`src/rtl/sar_seq_pkg.sv`:
```
`timescale 1ns/1ps
// Package: shared types for the SAR sequencer.
// Assumes: nothing beyond IEEE 1800-2017.
package sar_seq_pkg;
    typedef enum logic [1:0] {
        PH_IDLE   = 2'd0,
        PH_SAMPLE = 2'd1,
        PH_TRIAL  = 2'd2
    } sar_phase_e;
endpackage

```
`src/rtl/sar_tick_div.sv`:
```
`timescale 1ns/1ps
// Module: sar_tick_div
// Produces a one-clock machine-cycle tick every DIV clocks while run is high.
// Assumes: the divider restarts from zero whenever run is low, so the first
// tick of a conversion comes exactly DIV clocks after run rises.
module sar_tick_div #(
    parameter int DIV = 12
) (
    input  logic clk,
    input  logic rst_n,
    input  logic run,
    output logic tick
);
    localparam int CW = (DIV > 1) ? $clog2(DIV) : 1;
    localparam logic [CW-1:0] LAST = CW'(DIV - 1);

    logic [CW-1:0] cnt_q;

    // Count clocks inside one machine cycle, held at zero when stopped.
    always_ff @(posedge clk) begin
        if (!rst_n || !run) cnt_q <= '0;
        else if (cnt_q == LAST) cnt_q <= '0;
        else cnt_q <= cnt_q + 1'b1;
    end

    assign tick = run && (cnt_q == LAST);

    assert_cnt_range_R3: assert property (@(posedge clk) disable iff (!rst_n)
        cnt_q <= LAST);
endmodule

```
`src/rtl/sar_pwr_ctl.sv`:
```
`timescale 1ns/1ps
// Module: sar_pwr_ctl
// Registers the converter power state from the idle and keep-alive inputs.
// Assumes: power is on unless the chip is idle without keep-alive.
module sar_pwr_ctl (
    input  logic clk,
    input  logic rst_n,
    input  logic idle_i,
    input  logic keep_alive_i,
    output logic pwr_on
);
    // Track whether the analog part should be powered.
    always_ff @(posedge clk) begin
        if (!rst_n) pwr_on <= 1'b1;
        else pwr_on <= !(idle_i && !keep_alive_i);
    end

    assert_keep_alive_R9: assert property (@(posedge clk) disable iff (!rst_n)
        keep_alive_i |=> pwr_on);
endmodule

```
`src/rtl/sar_ctrl.sv`:
```
`timescale 1ns/1ps
// Module: sar_ctrl
// Conversion state machine: latches channel and mode, waits the sampling
// cycles, then runs one bit trial per tick, most-significant bit first.
// Assumes: cmp is valid on the tick that closes each trial; the fast result
// occupies the upper RES_FAST bits of the RES_FULL-bit result.
module sar_ctrl
    import sar_seq_pkg::*;
#(
    parameter int RES_FULL = 10,
    parameter int RES_FAST = 8,
    parameter int CYC_FULL = 50,
    parameter int CYC_FAST = 24,
    parameter int TICK_DIV = 12,
    parameter int CH_W     = 3
) (
    input  logic                clk,
    input  logic                rst_n,
    input  logic                tick,
    input  logic                pwr_on,
    input  logic                start,
    input  logic [CH_W-1:0]     chan,
    input  logic                mode8,
    input  logic                cmp,
    output logic                busy,
    output logic                done,
    output logic [CH_W-1:0]     ch_q,
    output logic [RES_FULL-1:0] dac_code,
    output logic [RES_FULL-1:0] result
);
    localparam int SAMP_FULL = CYC_FULL - RES_FULL;
    localparam int SAMP_FAST = CYC_FAST - RES_FAST;
    localparam int CW        = $clog2(SAMP_FULL + 1);
    localparam int LOW_FAST  = RES_FULL - RES_FAST;
    localparam logic [RES_FULL-1:0] MSB_MASK = {1'b1, {(RES_FULL-1){1'b0}}};
    localparam logic [CW-1:0] SAMP_FULL_LAST = CW'(SAMP_FULL - 1);
    localparam logic [CW-1:0] SAMP_FAST_LAST = CW'(SAMP_FAST - 1);
    localparam logic [15:0] LEN_FULL = 16'(CYC_FULL * TICK_DIV);
    localparam logic [15:0] LEN_FAST = 16'(CYC_FAST * TICK_DIV);

    sar_phase_e          phase_q;
    logic                mode8_q;
    logic [CW-1:0]       cyc_q;
    logic [RES_FULL-1:0] sar_q;
    logic [RES_FULL-1:0] mask_q;
    logic [RES_FULL-1:0] kept;
    logic [CW-1:0]       samp_last;
    logic                last_bit;
    logic                start_ok;

    // Trial code, comparator decision and end-of-phase markers.
    always_comb begin
        dac_code  = (phase_q == PH_TRIAL) ? (sar_q | mask_q) : '0;
        kept      = cmp ? (sar_q | mask_q) : sar_q;
        last_bit  = mode8_q ? mask_q[LOW_FAST] : mask_q[0];
        samp_last = mode8_q ? SAMP_FAST_LAST : SAMP_FULL_LAST;
        start_ok  = start && pwr_on && (phase_q == PH_IDLE);
    end

    assign busy = (phase_q != PH_IDLE);

    // Conversion sequencing: accept, sample, trial bits, finish or abort.
    always_ff @(posedge clk) begin
        if (!rst_n) begin
            phase_q <= PH_IDLE;
            mode8_q <= 1'b0;
            ch_q    <= '0;
            cyc_q   <= '0;
            sar_q   <= '0;
            mask_q  <= '0;
            result  <= '0;
            done    <= 1'b0;
        end else if (busy && !pwr_on) begin
            phase_q <= PH_IDLE;
            cyc_q   <= '0;
            sar_q   <= '0;
            mask_q  <= '0;
        end else begin
            case (phase_q)
                PH_IDLE: begin
                    if (start_ok) begin
                        ch_q    <= chan;
                        mode8_q <= mode8;
                        done    <= 1'b0;
                        cyc_q   <= '0;
                        sar_q   <= '0;
                        phase_q <= PH_SAMPLE;
                    end
                end
                PH_SAMPLE: begin
                    if (tick) begin
                        if (cyc_q == samp_last) begin
                            mask_q  <= MSB_MASK;
                            phase_q <= PH_TRIAL;
                        end else begin
                            cyc_q <= cyc_q + 1'b1;
                        end
                    end
                end
                PH_TRIAL: begin
                    if (tick) begin
                        sar_q  <= kept;
                        mask_q <= mask_q >> 1;
                        if (last_bit) begin
                            result  <= kept;
                            done    <= 1'b1;
                            mask_q  <= '0;
                            phase_q <= PH_IDLE;
                        end
                    end
                end
                default: phase_q <= PH_IDLE;
            endcase
        end
    end

    // Checker counter: clocks since the accepting edge of the current start.
    logic [15:0] conv_clks_q;
    always_ff @(posedge clk) begin
        if (!rst_n) conv_clks_q <= '0;
        else if (start_ok) conv_clks_q <= '0;
        else if (busy && conv_clks_q != 16'hFFFF) conv_clks_q <= conv_clks_q + 1'b1;
    end

    assert_busy_done_excl_R6: assert property (@(posedge clk) disable iff (!rst_n)
        !(busy && done));
    assert_chan_stable_R1: assert property (@(posedge clk) disable iff (!rst_n)
        (busy && $past(busy)) |-> $stable(ch_q));
    assert_mask_onehot_R5: assert property (@(posedge clk) disable iff (!rst_n)
        $onehot0(mask_q));
    assert_abort_no_done_R8: assert property (@(posedge clk) disable iff (!rst_n)
        (busy && !pwr_on) |=> (!busy && !done));
    assert_start_ignored_R7: assert property (@(posedge clk) disable iff (!rst_n)
        (busy && start && pwr_on) |=> (busy || done));
    assert_conv_length_R3: assert property (@(posedge clk) disable iff (!rst_n)
        ($rose(done) && !mode8_q) |-> (conv_clks_q == LEN_FULL));
    assert_conv_length_R4: assert property (@(posedge clk) disable iff (!rst_n)
        ($rose(done) && mode8_q) |-> (conv_clks_q == LEN_FAST));
endmodule

```
`src/rtl/sar_adc_seq.sv`:
```
`timescale 1ns/1ps
// Module: sar_adc_seq (top)
// Digital sequencer of an 8-input, dual-resolution SAR converter.
// Assumes: the external comparator compares the selected input against the
// DAC level of dac_code_o and settles within one machine cycle.
module sar_adc_seq #(
    parameter int NUM_CH   = 8,
    parameter int RES_FULL = 10,
    parameter int RES_FAST = 8,
    parameter int CYC_FULL = 50,
    parameter int CYC_FAST = 24,
    parameter int TICK_DIV = 12,
    localparam int CH_W    = $clog2(NUM_CH)
) (
    input  logic                clk,
    input  logic                rst_n,
    input  logic                start_i,
    input  logic [CH_W-1:0]     chan_i,
    input  logic                mode8_i,
    input  logic                idle_i,
    input  logic                keep_alive_i,
    input  logic                cmp_i,
    output logic [CH_W-1:0]     mux_sel_o,
    output logic [RES_FULL-1:0] dac_code_o,
    output logic [RES_FULL-1:0] result_o,
    output logic                busy_o,
    output logic                done_o,
    output logic                powered_o
);
    logic pwr_on;
    logic tick;

    sar_pwr_ctl i_pwr (
        .clk          (clk),
        .rst_n        (rst_n),
        .idle_i       (idle_i),
        .keep_alive_i (keep_alive_i),
        .pwr_on       (pwr_on)
    );

    sar_tick_div #(.DIV(TICK_DIV)) i_tick (
        .clk   (clk),
        .rst_n (rst_n),
        .run   (busy_o),
        .tick  (tick)
    );

    sar_ctrl #(
        .RES_FULL (RES_FULL),
        .RES_FAST (RES_FAST),
        .CYC_FULL (CYC_FULL),
        .CYC_FAST (CYC_FAST),
        .TICK_DIV (TICK_DIV),
        .CH_W     (CH_W)
    ) i_ctrl (
        .clk      (clk),
        .rst_n    (rst_n),
        .tick     (tick),
        .pwr_on   (pwr_on),
        .start    (start_i),
        .chan     (chan_i),
        .mode8    (mode8_i),
        .cmp      (cmp_i),
        .busy     (busy_o),
        .done     (done_o),
        .ch_q     (mux_sel_o),
        .dac_code (dac_code_o),
        .result   (result_o)
    );

    assign powered_o = pwr_on;
endmodule

```
`config.mk`:
```
export PLATFORM = sky130hd
export DESIGN_NAME = sar_adc_seq
export DESIGN_NICKNAME = d
export VERILOG_FILES = /design/src/rtl/sar_seq_pkg.sv /design/src/rtl/sar_tick_div.sv /design/src/rtl/sar_pwr_ctl.sv /design/src/rtl/sar_ctrl.sv /design/src/rtl/sar_adc_seq.sv
export SDC_FILE = /design/constraint.sdc
export NUM_CORES = 1
export LEC_CHECK = 0
export ABC_AREA = 1
export BUFFER_PORTS_ARGS = -buffer_cell sky130_fd_sc_hd__buf_2
export CAP_MARGIN = 20
export CORE_MARGIN = 4
export CORE_UTILIZATION = 33
export DETAILED_ROUTE_END_ITERATION = 16
export MAX_ROUTING_LAYER = met4
export SLEW_MARGIN = 20
export SYNTH_ARGS = -nofsm -noshare
export SYNTH_HDL_FRONTEND = slang
export SYNTH_SLANG_ARGS = --single-unit
```
`constraint.sdc`:
```
create_clock -name clk -period 1.6 [get_ports clk]
set_input_delay 0.24 -clock clk [delete_from_list [all_inputs] [get_ports clk]]
set_output_delay 0.24 -clock clk [all_outputs]
set_load 0.05 [all_outputs]
```
## After elaboration in Yosys (flattened, before gate mapping)

Index checks and enable logic that the tools add are counted.

- Output and inout port bits: 26
- Register bits: 48

- Reduce and logical (&&, ||, !) cells: 25
- Eq/ne operators: 10
- Add/sub/neg operators: 2
- Bitwise gates (word level): 3
- Mux-type cells: 26

Operators by type and width:

| operator | count |
|---|---|
| two-way mux 10 bit | 7 |
| case mux 10 bit (2 select lines) | 2 |
| two-way mux 6 bit | 4 |
| case mux 6 bit (2 select lines) | 1 |
| AND reduction 4 bit | 3 |
| two-way mux 2 bit | 5 |
| inequality test 2 x 1 -> 1 bit (second input constant) | 5 |
| bitwise OR 10 bit | 1 |
| AND reduction 5 bit | 2 |
| two-way mux 9 bit | 1 |
| nonzero test 2 bit | 4 |
| adder 6 x 1 -> 6 bit (second input constant) | 1 |
| equality test 6 bit | 1 |
| case mux 2 bit (3 select lines) | 1 |
| AND reduction 3 bit | 2 |
| logical AND 1 bit | 5 |
| logical NOT 1 bit | 5 |
| adder 4 x 1 -> 4 bit (second input constant) | 1 |
| equality test 4 bit (second input constant) | 1 |
| two-way mux 1 bit | 4 |
| OR reduction 2 bit | 2 |
| equality test 2 x 1 -> 1 bit (second input constant) | 1 |
| equality test 2 bit (second input constant) | 1 |
| logical NOT 2 bit | 1 |
| 4 further kinds | 5 |

## Longest topological paths before layout

Gate-level depths: netlist (run 1).

- Word-level depth: 5
- Depth in mapped cells: 10

## Modules after synthesis

Synthesis (run 1) repeated with hierarchy kept, for this count alone.

- Cells, all modules: 327
- Area total of the unflattened synthesis: 2248.4 um^2

By module, submodules not included:

| module | times used | area an instance (um^2) | cells an instance |
|---|---|---|---|
| sar_ctrl | 1 | 2038.2 | 301 |
| sar_tick_div | 1 | 176.4 | 23 |
| sar_pwr_ctl | 1 | 33.8 | 3 |

## Least setup slack after synthesis (run 1)

OpenSTA, ideal clock, no wires.

- Path kind: register -> output
- From: register i_ctrl.phase_q[1]
- To: output dac_code_o[0]
- Arrival: 1.672 ns
- Slack: -0.312 ns
- Stages on the path, launching flop included: 5
- Data required time: 1.360 ns
- Cells stage by stage: dfxtp_1 -> nand2_1 -> buf_2 -> buf_1 -> a21oi_1

- Cells in the longest elaborated chain, start to end: 2

Ends and longest elaborated chain:

| element | line | source |
|---|---|---|
| start: declaration | sar_ctrl.sv:41 | `sar_phase_e phase_q;` |
| start signal: assignment | sar_ctrl.sv:65 | `phase_q <= PH_IDLE;` |
| start signal: assignment | sar_ctrl.sv:74 | `phase_q <= PH_IDLE;` |
| start signal: assignment | sar_ctrl.sv:87 | `phase_q <= PH_SAMPLE;` |
| equality test 2 bit | sar_ctrl.sv:53 | `dac_code = (phase_q == PH_TRIAL) ? (sar_q \| mask_q) : '0;` |
| two-way mux 10 bit | sar_ctrl.sv:53 |  |
| end: declaration | sar_adc_seq.sv:24 | `output logic [RES_FULL-1:0] dac_code_o,` |

Every way passes these cells.

## Worst setup path in the final report (run 1)

- From: register i_ctrl.phase_q[0]
- To: output dac_code_o[8]

The elaborated chain is that of the path after synthesis.

==> results.cfg, run 1 <==
[clocking]
clock_sinks = 48
cts_buffer_depth = 2
path_clk_slew_ps = 80
root_buffer = clkbuf_8
htree_levels = 2
postCtsHoldBufs = 0
cts_tree = built
clock_latency_ps = 300
cts_made_buffers = 5

[sta]
slew_violations = 0
worst_pin_slew_ps = 349
finalSetupViolCount = 0
finalWorstSetupSlack_ps = 75.8
relSlewSlack_pct = 76.7
fin_setup_tns_ps = 0
min_period_ps = 1520
holdWs_ps = 85.4
timing_hold_violations_final = 0
max_clock_freq_mhz = 656
min_period_over_period_pct = 95.3
fin_worst_skew_ps = 3.86

[grt]
grt_use_total_pct = 13.7
antenna_found_initial = 0
grt_pass1_vias = 1899
grt_overflow_total = 0
grt_pass1_wl_um = 8890
grt_max_degree = 23

[pwr]
power_mw = 2.52
ir_drop_mv = 0.435
p_leak_nw = 1.24
powerDensity_nw_per_um2 = 853

[setup_path]
crit_type = reg -> out
reg2reg_depth = 10
startpoint_type = register
worstReg2RegStart = i_ctrl.phase_q[1]
timing.rr.end = i_ctrl.cyc_q[1]
cp_slowest_stage_delay_ps = 340
critPathTopFamily = buffers and inverters
critPathSlowestCell = dfxtp_2
cp-end-kind = primary output
cp_max_fo = 8
cp.required_ps = 1360
r2r_slack_ps = 80
crit_chain = inv_4 > nand2_4 > buf_8 > a21oi_2 > buf_6
cp_num_buf_inv = 3
crit_arrival_ps = 1280

[detailed_routing]
vias_per_cell = 4.63
drt_iter0_drc = 120
drt_wl_total_um = 5660
drt_pass1_iterations = 4
ant_nets = 0
drc = 0
wl_per_cell_um = 12.4
vias = 2110

[finish]
finalNetCount = 391
fill_cells = 665
syn2layout_area_growth_pct = 31.5
stdcell_area_um2 = 2960
n_antenna_cell = 0
drive_above_1_share_pct = 28.5
fin_util_pct = 45.5
fin_cells = 456
final_common_cell = nor2_1
layout_common_cells = 61 x nor2_1, 58 x nand2_1, 43 x dfxtp_1, 39 x a21oi_1, 34 x inv_1

[yosys]
synth_area_leaders = dfxtp_1 43%, a21oi_1 11%, nor2_1 11%
seq_area_frac_synth_pct = 42.7
syn-num-nets = 337
yosysWarnings = 0
synth_top_area_share_pct = 42.7
synthesis.area_um2 = 2250
synth_cells = 325
yosys.cell_types.count = 28
postSynthAreaPerCell_um2 = 6.92
synth_top_area_cell = dfxtp_1
ys_seq_elements = 48

[worst_hold_path]
worstHoldEndpoint = i_pwr.pwr_on
worstHoldStart = idle_i
hold_path.class = in -> reg
min_delay_path_depth = 2

[placed_design]
place.gp.congestion = 0.856
dp_slack_ps = 42.2
portBuffers = 35
place_inst = 441
placed_area_um2 = 2640
place_hpwl_um = 3940

[die]
fp.dieW_um = 90.5
core_area_um2 = 6490
row_count = 29
ios = 36
dieHeight_um = 90.5
die-area_um2 = 8200
start_util_pct = 34.6

[run_status]
status = finished, final reports clean

[run]
maxCapViolCount = 0
[layer usage]
metal,part of all wire [%],wire length [um],global-route usage [%]
met3,5.3,297,3.25
met4,1.7,95,5.74
met5,0,0,-
met2,42,2350,19.1
met1,51,2910,18.8
[registers in the layout (all words and copies together) (netlist names)]
name,count
i_ctrl.ch_q,3
i_ctrl.cyc_q,6
i_ctrl.done,1
i_ctrl.mask_q,10
i_ctrl.mode8_q,1
i_ctrl.phase_q,2
i_ctrl.result,10
i_ctrl.sar_q,10
i_pwr.pwr_on,1
i_tick.cnt_q,4
[what timing repair did]
action | CTS | global route
gates cloned | 0 | 2
gates resized for setup | 22 | 19
endpoints found under the setup margin | 9 | 31
hold endpoints to repair | 0 | 0
setup buffers | 0 | 6
pin swaps | 0 | 5
[kinds of logic after synthesis]
group | Yosys count | share of synthesized area, %
buf+inv | 47 | 9.01
simple gates | 158 | 30.9
xor+xnor | 1 | 0.390
fa+ha+maj | 2 | 1.11
compound gates | 69 | 15.9
flops | 48 | 42.7
[synth_stat cells, drive strengths merged]
cell type	instances
nand3	12
nor2	66
nand4	3
dfxtp	48
or2	11
buf	5
o21ai	21
nor3b	1
inv	37
ha	2
xor2	1
clkbuf	5
a21oi	48
nand2	65
[how the worst max path moves through the flow]
stage                      start               end  slack [ps]  cells after the start
2_1_floorplan  i_ctrl.phase_q[1]     dac_code_o[4]         -40                      4
3_3_place_gp     i_tick.cnt_q[0]  i_ctrl.mask_q[4]          90                      7
3_5_place_dp     i_tick.cnt_q[0]  i_ctrl.result[6]          40                      6
4_1_cts          i_tick.cnt_q[0]  i_ctrl.result[6]          20                      6
5_1_grt        i_ctrl.phase_q[1]   i_ctrl.cyc_q[5]         -20                      9
6_report       i_ctrl.phase_q[0]     dac_code_o[8]          80                      5
[area by class of cell]
class | instances | area [um^2] | area share, %
Clock buffer | 7 | 96.3 | 3.26
Multi-Input combinational cell | 232 | 1240 | 42.1
Tap cell | 77 | 96.3 | 3.26
Inverter | 37 | 141 | 4.78
Sequential cell | 48 | 970 | 32.8
Timing Repair Buffer | 55 | 409 | 13.8
[report_power, final]
part | leakage (nW) | internal, mW | switching (mW)
clock network | 0.0503 | 0.385 | 0.390
registers | 0.393 | 1.26 | 0.0423
logic | 0.799 | 0.138 | 0.305
Power figures use the tool's default switching activity.
==> inputs of run 2 (changes only) <==
--- a/config.mk
+++ b/config.mk
@@ -8,11 +8,12 @@
 export ABC_AREA = 1
 export BUFFER_PORTS_ARGS = -buffer_cell sky130_fd_sc_hd__buf_2
 export CAP_MARGIN = 20
-export CORE_MARGIN = 4
+export CORE_MARGIN = 3
 export CORE_UTILIZATION = 33
 export DETAILED_ROUTE_END_ITERATION = 16
+export GPL_ROUTABILITY_DRIVEN = 0
 export MAX_ROUTING_LAYER = met4
-export SLEW_MARGIN = 20
+export SLEW_MARGIN = 10
 export SYNTH_ARGS = -nofsm -noshare
 export SYNTH_HDL_FRONTEND = slang
 export SYNTH_SLANG_ARGS = --single-unit
==> run 2 against run 1 <==
  * Register-to-register slack improved by 40 ps
  * Critical endpoint is now dac_code_o[5]
  * Die area is 4.4% lower
  * Highest routed layer unchanged
  * Global-route usage up 0.56 points
==> results.cfg, run 2 (synthesis results as in run 1) <==
[run_status]
status = finished, final reports clean

[clocking]
path_clk_slew_ps = 90
clock_sinks = 48
root_buffer = clkbuf_8
cts_made_buffers = 5
cts_tree = built
cts_buffer_depth = 2
clock_latency_ps = 300
htree_levels = 2

[setup_path]
crit_chain = inv_4 > nand2_4 > buf_6 > a21oi_2 > buf_6
critPathSlowestCell = dfxtp_2
cp.required_ps = 1360
reg2reg_depth = 7
cp_max_fo = 9
crit_type = reg -> out
cp_slowest_stage_delay_ps = 350
startpoint_type = register
cp-end-kind = primary output
crit_arrival_ps = 1280
crit_top_cell = buf_6

[detailed_routing]
drt_pass1_iterations = 4
drc = 0
vias = 2140
vias_per_cell = 4.71
drt_wl_total_um = 5500
ant_nets = 0
drt_iter0_drc = 78
wl_per_cell_um = 12.1

[finish]
multi_input_area_um2 = 1240
final_common_cell = nor2_1
syn2layout_area_growth_pct = 30.0
regArea_um2 = 966
layout_common_cells = 61 x nor2_1, 59 x nand2_1, 44 x dfxtp_1, 39 x a21oi_1, 34 x inv_1
n_antenna_cell = 0
fin_util_pct = 45.3
drive_above_1_share_pct = 27.1
finalNetCount = 388
fill_cells = 663
top_regs = i_ctrl.mask_q: 10 flops, i_ctrl.result: 10 flops, i_ctrl.sar_q: 10 flops

[sta]
max_clock_freq_mhz = 659
min_period_ps = 1520
worst_pin_slew_ps = 335
timing_hold_violations_final = 0
holdWs_ps = 95.3
fin_worst_skew_ps = 7.50
slew_violations = 0
finalSetupViolCount = 0
min_period_over_period_pct = 94.9
fin_setup_tns_ps = 0
relSlewSlack_pct = 77.6

[grt]
grt_use_total_pct = 14.2
grt_max_degree = 20
grt_pass1_wl_um = 8550
antenna_found_initial = 0
grt_overflow_total = 0
grt_pass1_vias = 1897

[pwr]
power_mw = 2.47
powerDensity_nw_per_um2 = 846
ir_drop_mv = 0.428
p_leak_nw = 1.20

[placed_design]
portBuffers = 35
place_hpwl_um = 3840

[worst_hold_path]
hold_path.class = in -> reg
min_delay_path_depth = 2

[die]
fp.dieW_um = 88.5
ios = 36
core_area_um2 = 6460
start_util_pct = 34.8
row_count = 29
dieHeight_um = 88.5
die-area_um2 = 7840

[run]
maxCapViolCount = 0
==> run 2: cell count changes in the layout (fill, tap and decap cells not counted), moves of 2 or more <==
| cell | before | now |
|---|---|---|
| clkbuf_1 | 0 | 2 |
| nand2_2 | 4 | 6 |
| buf_4 | 16 | 12 |
| nand2_4 | 3 | 1 |
| a21oi_4 | 4 | 6 |
| a21oi_2 | 5 | 3 |
==> run 2: cell type report <==
class,count,area share (%)
clock buffer,8,3.08
inverter,37,4.84
multi-input combinational,233,42.6
sequential,48,33.0
tap,77,3.29
timing repair buffer,51,13.2
==> run 2: where the power goes <==
part	internal (mW)	switching, mW	total, mW
Combinational	0.134	0.301	0.434
Clock	0.353	0.385	0.738
Sequential	1.26	0.0410	1.30
==> run 2: worst max-delay path, delay by kind of cell, from the launching register on <==
kind | cells | cell delay, ps
buffers and inverters | 3 | 410
DFF | 1 | 350
AOI/OAI and AO/OA | 1 | 130
and+or+nand+nor | 1 | 90
==> run 2: path summary, 6_finish.rpt <==
path	from	to	slack [ps]
setup / recovery	i_ctrl.phase_q[0]	dac_code_o[5]	80
hold / removal	idle_i	i_pwr.pwr_on	100
hold reg to reg	i_ctrl.done	i_ctrl.done	450
setup reg to reg	i_tick.cnt_q[1]	i_ctrl.mask_q[6]	120
==> run 2: routing by layer <==
layer | GRT usage (%) | share of wire, %
met1 | 20.0 | 49
met2 | 20.8 | 45
met3 | 3.26 | 4.6
met4 | 3.30 | 0.80
met5 | - | 0
==> run 2: stage by stage <==
step,cell area (um^2),cells,setup slack (ps)
after CTS,2800,449,11.9
final,2920,454,81.9
after detailed placement,2640,441,87.9
after floorplan,2320,325,-44.5
after global routing,2920,454,-32.9
after global placement,2640,441,118
==> run 2: what timing repair did <==
| item | 4_1_cts | 5_1_grt |
|---|---|---|
| setup endpoints to repair | 10 | 38 |
| hold buffers | 0 | 0 |
| gates resized for setup | 21 | 20 |
| gates cloned | 0 | 3 |
| pin swaps | 0 | 5 |
| setup buffers | 0 | 2 |
